$ cat src/rtl/ct_pkg.sv
package ct_pkg;
   function automatic int ct_bits(input int n);
      return (n > 1) ? $clog2(n) : 1;
   endfunction
endpackage

$ cat src/rtl/ct_wr_seq.sv
// Write-side address generator: steps through time, then channel, then signal
// (signal fastest) and scatters each word to its channel-major location.
module ct_wr_seq
   import ct_pkg::*;
#(
   parameter int CHANNELS = 4,
   parameter int SIGNALS  = 4,
   parameter int SAMPLES  = 8,
   parameter int ADDR_W   = 7
) (
   input  logic              clk,
   input  logic              rst,
   input  logic              step,
   output logic [ADDR_W-1:0] addr,
   output logic              frame_done
);
   localparam int CW    = ct_bits(CHANNELS);
   localparam int SW    = ct_bits(SIGNALS);
   localparam int TW    = ct_bits(SAMPLES);
   localparam int DEPTH = CHANNELS * SIGNALS * SAMPLES;

   logic [CW-1:0] ch_q;
   logic [SW-1:0] sg_q;
   logic [TW-1:0] tm_q;
   logic          sg_wrap, ch_wrap, tm_wrap;

   assign sg_wrap = (sg_q == SW'(SIGNALS - 1));
   assign ch_wrap = (ch_q == CW'(CHANNELS - 1));
   assign tm_wrap = (tm_q == TW'(SAMPLES - 1));

   always_comb begin
      addr = ADDR_W'((int'(ch_q) * SIGNALS + int'(sg_q)) * SAMPLES + int'(tm_q));
   end

   assign frame_done = step && sg_wrap && ch_wrap && tm_wrap;

   always_ff @(posedge clk) begin
      if (rst) begin
         ch_q <= '0;
         sg_q <= '0;
         tm_q <= '0;
      end else if (step) begin
         if (sg_wrap) begin
            sg_q <= '0;
            if (ch_wrap) begin
               ch_q <= '0;
               tm_q <= tm_wrap ? '0 : tm_q + 1'b1;
            end else begin
               ch_q <= ch_q + 1'b1;
            end
         end else begin
            sg_q <= sg_q + 1'b1;
         end
      end
   end

   // scatter address always lands inside one bank
   a_r2_wr_addr_in_range: assert property (@(posedge clk) disable iff (rst)
      int'(addr) < DEPTH);
endmodule

$ cat src/rtl/ct_rd_seq.sv
// Read-side sequencer: walks channel, then signal, then time (time fastest).
module ct_rd_seq
   import ct_pkg::*;
#(
   parameter int CHANNELS = 4,
   parameter int SIGNALS  = 4,
   parameter int SAMPLES  = 8,
   parameter int ADDR_W   = 7
) (
   input  logic              clk,
   input  logic              rst,
   input  logic              step,
   output logic [ADDR_W-1:0] addr,
   output logic              run_last,
   output logic              frame_last
);
   localparam int CW    = ct_bits(CHANNELS);
   localparam int SW    = ct_bits(SIGNALS);
   localparam int TW    = ct_bits(SAMPLES);
   localparam int DEPTH = CHANNELS * SIGNALS * SAMPLES;

   logic [CW-1:0] ch_q;
   logic [SW-1:0] sg_q;
   logic [TW-1:0] tm_q;
   logic          sg_wrap, ch_wrap;

   assign run_last   = (tm_q == TW'(SAMPLES - 1));
   assign sg_wrap    = (sg_q == SW'(SIGNALS - 1));
   assign ch_wrap    = (ch_q == CW'(CHANNELS - 1));
   assign frame_last = run_last && sg_wrap && ch_wrap;

   always_comb begin
      addr = ADDR_W'((int'(ch_q) * SIGNALS + int'(sg_q)) * SAMPLES + int'(tm_q));
   end

   always_ff @(posedge clk) begin
      if (rst) begin
         ch_q <= '0;
         sg_q <= '0;
         tm_q <= '0;
      end else if (step) begin
         if (run_last) begin
            tm_q <= '0;
            if (sg_wrap) begin
               sg_q <= '0;
               ch_q <= ch_wrap ? '0 : ch_q + 1'b1;
            end else begin
               sg_q <= sg_q + 1'b1;
            end
         end else begin
            tm_q <= tm_q + 1'b1;
         end
      end
   end

   // gather address always lands inside one bank
   a_r2_rd_addr_in_range: assert property (@(posedge clk) disable iff (rst)
      int'(addr) < DEPTH);
endmodule

$ cat src/rtl/ct_bank_pair.sv
// Two identical storage banks; one written, one read, selected per port.
module ct_bank_pair #(
   parameter int WORD_W = 8,
   parameter int DEPTH  = 128,
   parameter int ADDR_W = 7
) (
   input  logic              clk,
   input  logic              we,
   input  logic              wsel,
   input  logic [ADDR_W-1:0] waddr,
   input  logic [WORD_W-1:0] wdata,
   input  logic              rsel,
   input  logic [ADDR_W-1:0] raddr,
   output logic [WORD_W-1:0] rdata
);
   logic [WORD_W-1:0] bank_rd [2];

   for (genvar g = 0; g < 2; g++) begin : g_bank
      logic [WORD_W-1:0] store [DEPTH];
      always_ff @(posedge clk) begin
         if (we && (wsel == 1'(g))) begin
            store[waddr] <= wdata;
         end
      end
      assign bank_rd[g] = store[raddr];
   end

   assign rdata = rsel ? bank_rd[1] : bank_rd[0];
endmodule

$ cat src/rtl/ct_transposer.sv
module ct_transposer
   import ct_pkg::*;
#(
   parameter int CHANNELS = 4,
   parameter int SIGNALS  = 4,
   parameter int SAMPLES  = 8,
   parameter int WORD_W   = 8
) (
   input  logic              clk,
   input  logic              rst,
   input  logic              in_valid,
   output logic              in_ready,
   input  logic [WORD_W-1:0] in_data,
   output logic              out_valid,
   input  logic              out_ready,
   output logic [WORD_W-1:0] out_data,
   output logic              out_last,
   output logic              out_frame_end
);
   localparam int DEPTH  = CHANNELS * SIGNALS * SAMPLES;
   localparam int ADDR_W = ct_bits(DEPTH);

   if (CHANNELS < 1 || SIGNALS < 1 || SAMPLES < 2 || WORD_W < 2) begin : g_bad_cfg
      $error("ct_transposer: illegal geometry");
   end
   if (DEPTH > 4096) begin : g_too_deep
      $error("ct_transposer: bank depth too large");
   end

   logic [1:0]        full_q, full_d;
   logic              wr_bank_q, rd_bank_q;
   logic              wr_en, wr_done, rd_step, rd_done;
   logic [ADDR_W-1:0] wr_addr, rd_addr;
   logic              run_last, frame_last;

   assign in_ready = !full_q[wr_bank_q];
   assign wr_en    = in_valid && in_ready;
   assign out_valid = full_q[rd_bank_q];
   assign rd_step  = out_valid && out_ready;
   assign rd_done  = rd_step && frame_last;
   assign out_last = run_last;
   assign out_frame_end = frame_last;

   always_comb begin
      full_d = full_q;
      if (wr_en && wr_done) full_d[wr_bank_q] = 1'b1;
      if (rd_done)          full_d[rd_bank_q] = 1'b0;
   end

   always_ff @(posedge clk) begin
      if (rst) begin
         full_q    <= '0;
         wr_bank_q <= 1'b0;
         rd_bank_q <= 1'b0;
      end else begin
         full_q <= full_d;
         if (wr_en && wr_done) wr_bank_q <= !wr_bank_q;
         if (rd_done)          rd_bank_q <= !rd_bank_q;
      end
   end

   ct_wr_seq #(.CHANNELS(CHANNELS), .SIGNALS(SIGNALS), .SAMPLES(SAMPLES), .ADDR_W(ADDR_W)) u_wr (
      .clk(clk), .rst(rst), .step(wr_en), .addr(wr_addr), .frame_done(wr_done));

   ct_rd_seq #(.CHANNELS(CHANNELS), .SIGNALS(SIGNALS), .SAMPLES(SAMPLES), .ADDR_W(ADDR_W)) u_rd (
      .clk(clk), .rst(rst), .step(rd_step), .addr(rd_addr),
      .run_last(run_last), .frame_last(frame_last));

   ct_bank_pair #(.WORD_W(WORD_W), .DEPTH(DEPTH), .ADDR_W(ADDR_W)) u_mem (
      .clk(clk), .we(wr_en), .wsel(wr_bank_q), .waddr(wr_addr), .wdata(in_data),
      .rsel(rd_bank_q), .raddr(rd_addr), .rdata(out_data));

   // reset leaves both banks empty
   a_r1_reset_empty: assert property (@(posedge clk)
      rst |=> (!out_valid && in_ready));

   // stalled output holds
   a_r7_hold_on_stall: assert property (@(posedge clk) disable iff (rst)
      (out_valid && !out_ready) |=> (out_valid && $stable(out_data)
                                     && $stable(out_last) && $stable(out_frame_end)));

   // a run boundary inside a frame is followed by more words of the same bank
   a_r3_run_continues: assert property (@(posedge clk) disable iff (rst)
      (rd_step && out_last && !out_frame_end) |=> out_valid);

   // frame end coincides with a run end
   a_r4_end_is_last: assert property (@(posedge clk) disable iff (rst)
      (out_valid && out_frame_end) |-> out_last);

   // draining a frame frees input space next cycle
   a_r6_release_after_drain: assert property (@(posedge clk) disable iff (rst)
      (rd_step && out_frame_end) |=> in_ready);
endmodule

$ cat config.mk
export PLATFORM = sky130hd
export DESIGN_NAME = ct_transposer
export DESIGN_NICKNAME = d
export VERILOG_FILES = /design/src/rtl/ct_pkg.sv /design/src/rtl/ct_wr_seq.sv /design/src/rtl/ct_rd_seq.sv /design/src/rtl/ct_bank_pair.sv /design/src/rtl/ct_transposer.sv
export SDC_FILE = /design/constraint.sdc
export NUM_CORES = 2
export LEC_CHECK = 0
export BUFFER_PORTS_ARGS = -buffer_cell sky130_fd_sc_hd__buf_2
export CAP_MARGIN = 40
export CORE_ASPECT_RATIO = 1.4
export CORE_MARGIN = 5
export CORE_UTILIZATION = 30
export DETAILED_ROUTE_END_ITERATION = 10
export HOLD_SLACK_MARGIN = 0.08
export SYNTH_ARGS = -nofsm -noshare
export SYNTH_HDL_FRONTEND = slang
export SYNTH_SLANG_ARGS = --single-unit
$ cat constraint.sdc
create_clock -name clk -period 2.85 [get_ports clk]
set_clock_uncertainty 0.15 [all_clocks]
set_input_delay 0.1425 -clock clk [delete_from_list [all_inputs] [get_ports clk]]
set_output_delay 0.1425 -clock clk [all_outputs]
set_load 0.01 [all_outputs]
==> results.md <==
* Status: finished, violations left
* Failing checks: negative setup slack
* DIE WIDTH at 446 um
* First-pass GRT wire length at 300 mm
* RSZ-0062 raised after global routing: yes
* Synthesized area at around 80000 um^2
* Setup-failing EPs final at 8
* WP data required at 2.56 ns
* Layout cell share with drive strength beyond 1 at 37.3%
* Post-route setup slack at -1.07 ns
* EDFF count, synth at approximately 2000
* Final Hold Viols at 0
* NumNets Final at ~4700
* CTS Buffer Depth at 4
* Pre-Repair DR Iteration Count at 5
* Post-synthesis mux area share at 14.5%
* Tightest Hold Check Type: in -> reg
* Root Driver: clkbuf_16
* Ports at 24
* TritonCTS clock tree: done
* VDD IR-drop max at 0.541 mV
* Gate Count Post-Synth at 3797
* Post-Syn Nets at between 3000 and 4000
* GRT Util Overall at 14.7%
* CTS HTree Levels at 4
* Critical path arrival at between 3 and 4 ns
* Avg WL per Cell at 25.0 um
* Normalized max-slew margin at a little over a third
* Yosys warns at 0
* Commonest cells in the netlist: edfxtp_1 (2048), mux4_2 (450), nor2_1 (288)
* Syn_area_per_cell at between 20 and 25 um^2
* Post-Synth Simple-Gate Area at 2.54%
* Vias in the first global route at 43000
* Worst-path clk slew at 0.07 ns
* Min Tclk post-route at a little under 4 ns
* Via count at 40900
* Die Area at about 280000 um^2
* Largest family of logic cells by synthesized area: multiplexers
* # rows at 224
* Yosys reg bits at 2066
* Tot Pwr at 58.6 mW
* Adder and majority gate portion of the synthesized area at less than 1%
* Max_cap viols at 0
* Effective utilization at floorplan at a little under a third
* DRC Markers at 0
* Synth area leaders: edfxtp_1 (77%), mux4_2 (13%), mux2i_1 (1.8%)
* Startpoint types: flip-flop
* Cell accounting for the most synthesized area: edfxtp_1
* Register area share after synthesis at roughly 77%
* CP Class: reg -> out
* WL final at 207 mm
* DR vias/cell at 4.93
* Top achievable clock speed at 255 MHz
* Share of the synthesized area in the top cell type at between 70 and 80%
* Main synth FF type: edfxtp_1
* Area after DPL at 89800 um^2
* Distinct cell type count after synthesis at 51
* Slew Viols, Final at 0
* Compound-Gate Fraction of Synth Area at approximately 3.6%
* Core area at 266000 um^2
* Port Buffers at 23
* Leak Pwr at 30.6 nW
* Power per cell area at 596 nW/um^2
* Total CTS buffers at 187
* Tcrit/Tclk final at 137%
* GPL Wtd Cong at 0.821
* Pin count of the biggest net entering global routing at a little under 100
* Area Growth Syn to Fin at 23.0%
* CTS sink cnt at 2066
* Antenna violations before repair at 8
* Measured slew at the worst slew-check pin at about 0.96 ns
* Antenna-violating nets left at 0
* Crit Path Max Fanout at 6
* Final global-route overflow total at 0
* Synth Area in XOR/XNOR at 0.0219%
* Reg2Reg Setup Slack at around 0.26 ns
* Dominant cell by count in the synthesized netlist: edfxtp_1
* Final Util at 37.0%
* Initial DRC Count at 3372
* Post-DP HPWL at 138 mm
* Critical path endpoint category: output port
* Post-route cell area at 98300 um^2
* Height of the die at 621 um
* Synth async-reset ratio at 0%
* Worst-Skew Late Latency at about 0.82 ns
[cell type report]
type                            instances  area [um^2]
Sequential cell                      2066        61900
Fill cell                           24000       167000
Timing Repair Buffer                  875         8220
Multi-Input combinational cell       1494        18000
Antenna cell                            3         7.51
Tap cell                             3503         4380
Inverter                                6         22.5
Clock inverter                        109          923
Clock buffer                          228         4930
[through the flow]
stage,std cells,setup TNS [ns],worst slack [ns],hold slack [ns]
3_5_place_dp,7855,-6.63,-0.979,0.339
6_report,8284,-8.26,-1.07,0.185
4_1_cts,8251,-8.80,-1.16,0.132
5_1_grt,8282,-9.07,-1.18,0.159
3_3_place_gp,7852,-6.80,-1.01,0.328
2_1_floorplan,3797,0,0.329,0.0914
[layer usage]
layer / wire [um] / up-vias / GRT usage, %
met3: 9680 / 374 / 1.93
met5: 0 / - / 0
met4: 9340 / 0 / 5.86
li1: - / 17500 / -
met1: 75700 / 21800 / 16.9
met2: 113000 / 1185 / 27.5
[worst paths after layout]
check                             startpoint                           end  depth (start not counted)
worst min-delay path              in_data[6]  u_mem.g_bank[0].store[10][6]                          2
worst min register to register  u_wr.ch_q[1]                  u_wr.ch_q[1]                          2
worst max register to register  u_rd.tm_q[0]                  u_rd.tm_q[0]                         12
worst max-delay path            u_rd.tm_q[0]                   out_data[7]                         10
[layout by cell type, fill, tap and decap left out, types with 13 or more instances in the layout]
cell type     n
mux2i_1     136
a22oi_1     111
mux4_2      451
nor2_1      287
nor4_4       14
a22oi_2      38
bufinv_16    13
clkinv_2     42
clkbuf_1     35
a211oi_1     14
buf_6        27
clkinv_1     29
edfxtp_1   2048
nand2_1      73
o221ai_1     25
dfxtp_1      14
a21oi_2      21
a21oi_1      64
a211oi_2     20
buf_16       17
clkbuf_16   194
buf_2        14
nor2b_1      13
buf_12       76
buf_4       706
o22ai_1      27
[critical path, cell delays in order (launching register included)]
cell and delay [ns]:
dfxtp_4 0.38, buf_12 0.17, buf_12 0.14, buf_4 0.11, mux4_2 0.48, a22o_1 0.32
nor3_4 0.22, a31oi_4 0.10, a211oi_4 0.53, nor4_4 0.15, buf_2 0.18
[kinds of logic (layout without fill, tap and decap cells)]
family                     count (synthesis)  count (layout)
DFF                                     2066            2066
muxes                                    596             596
and+or+nand+nor                          463             463
AOI/OAI and AO/OA                        419             419
buffers and inverters                    237            1218
adders and majority gates                 14              14
xor gates and xnor gates                   2               2
other                                      0               3
[where the power goes]
part           internal [mW]  switching [mW]
sequential              33.4         0.00662
clock                   13.5            10.8
combinational          0.156           0.658
total                   47.1            11.5
[repair_timing]
item / in CTS / in global routing
hold buffers: 12 / 0
gates cloned: 10 / 4
gates resized for setup: 222 / 92
buffers inserted: 44 / 32
endpoints found under the hold margin: 1626 / 0
pin swaps: 55 / 45
setup endpoints to repair: 10 / 9
[registers in the layout (all words and copies together), names as in the netlist]
signal and count:
u_mem.g_bank.store 2048, u_rd.tm_q 3, u_wr.tm_q 3, full_q 2
u_rd.ch_q 2, u_rd.sg_q 2, u_wr.ch_q 2, u_wr.sg_q 2
rd_bank_q 1, wr_bank_q 1
No activity file was read; power rests on OpenSTA's default activity.
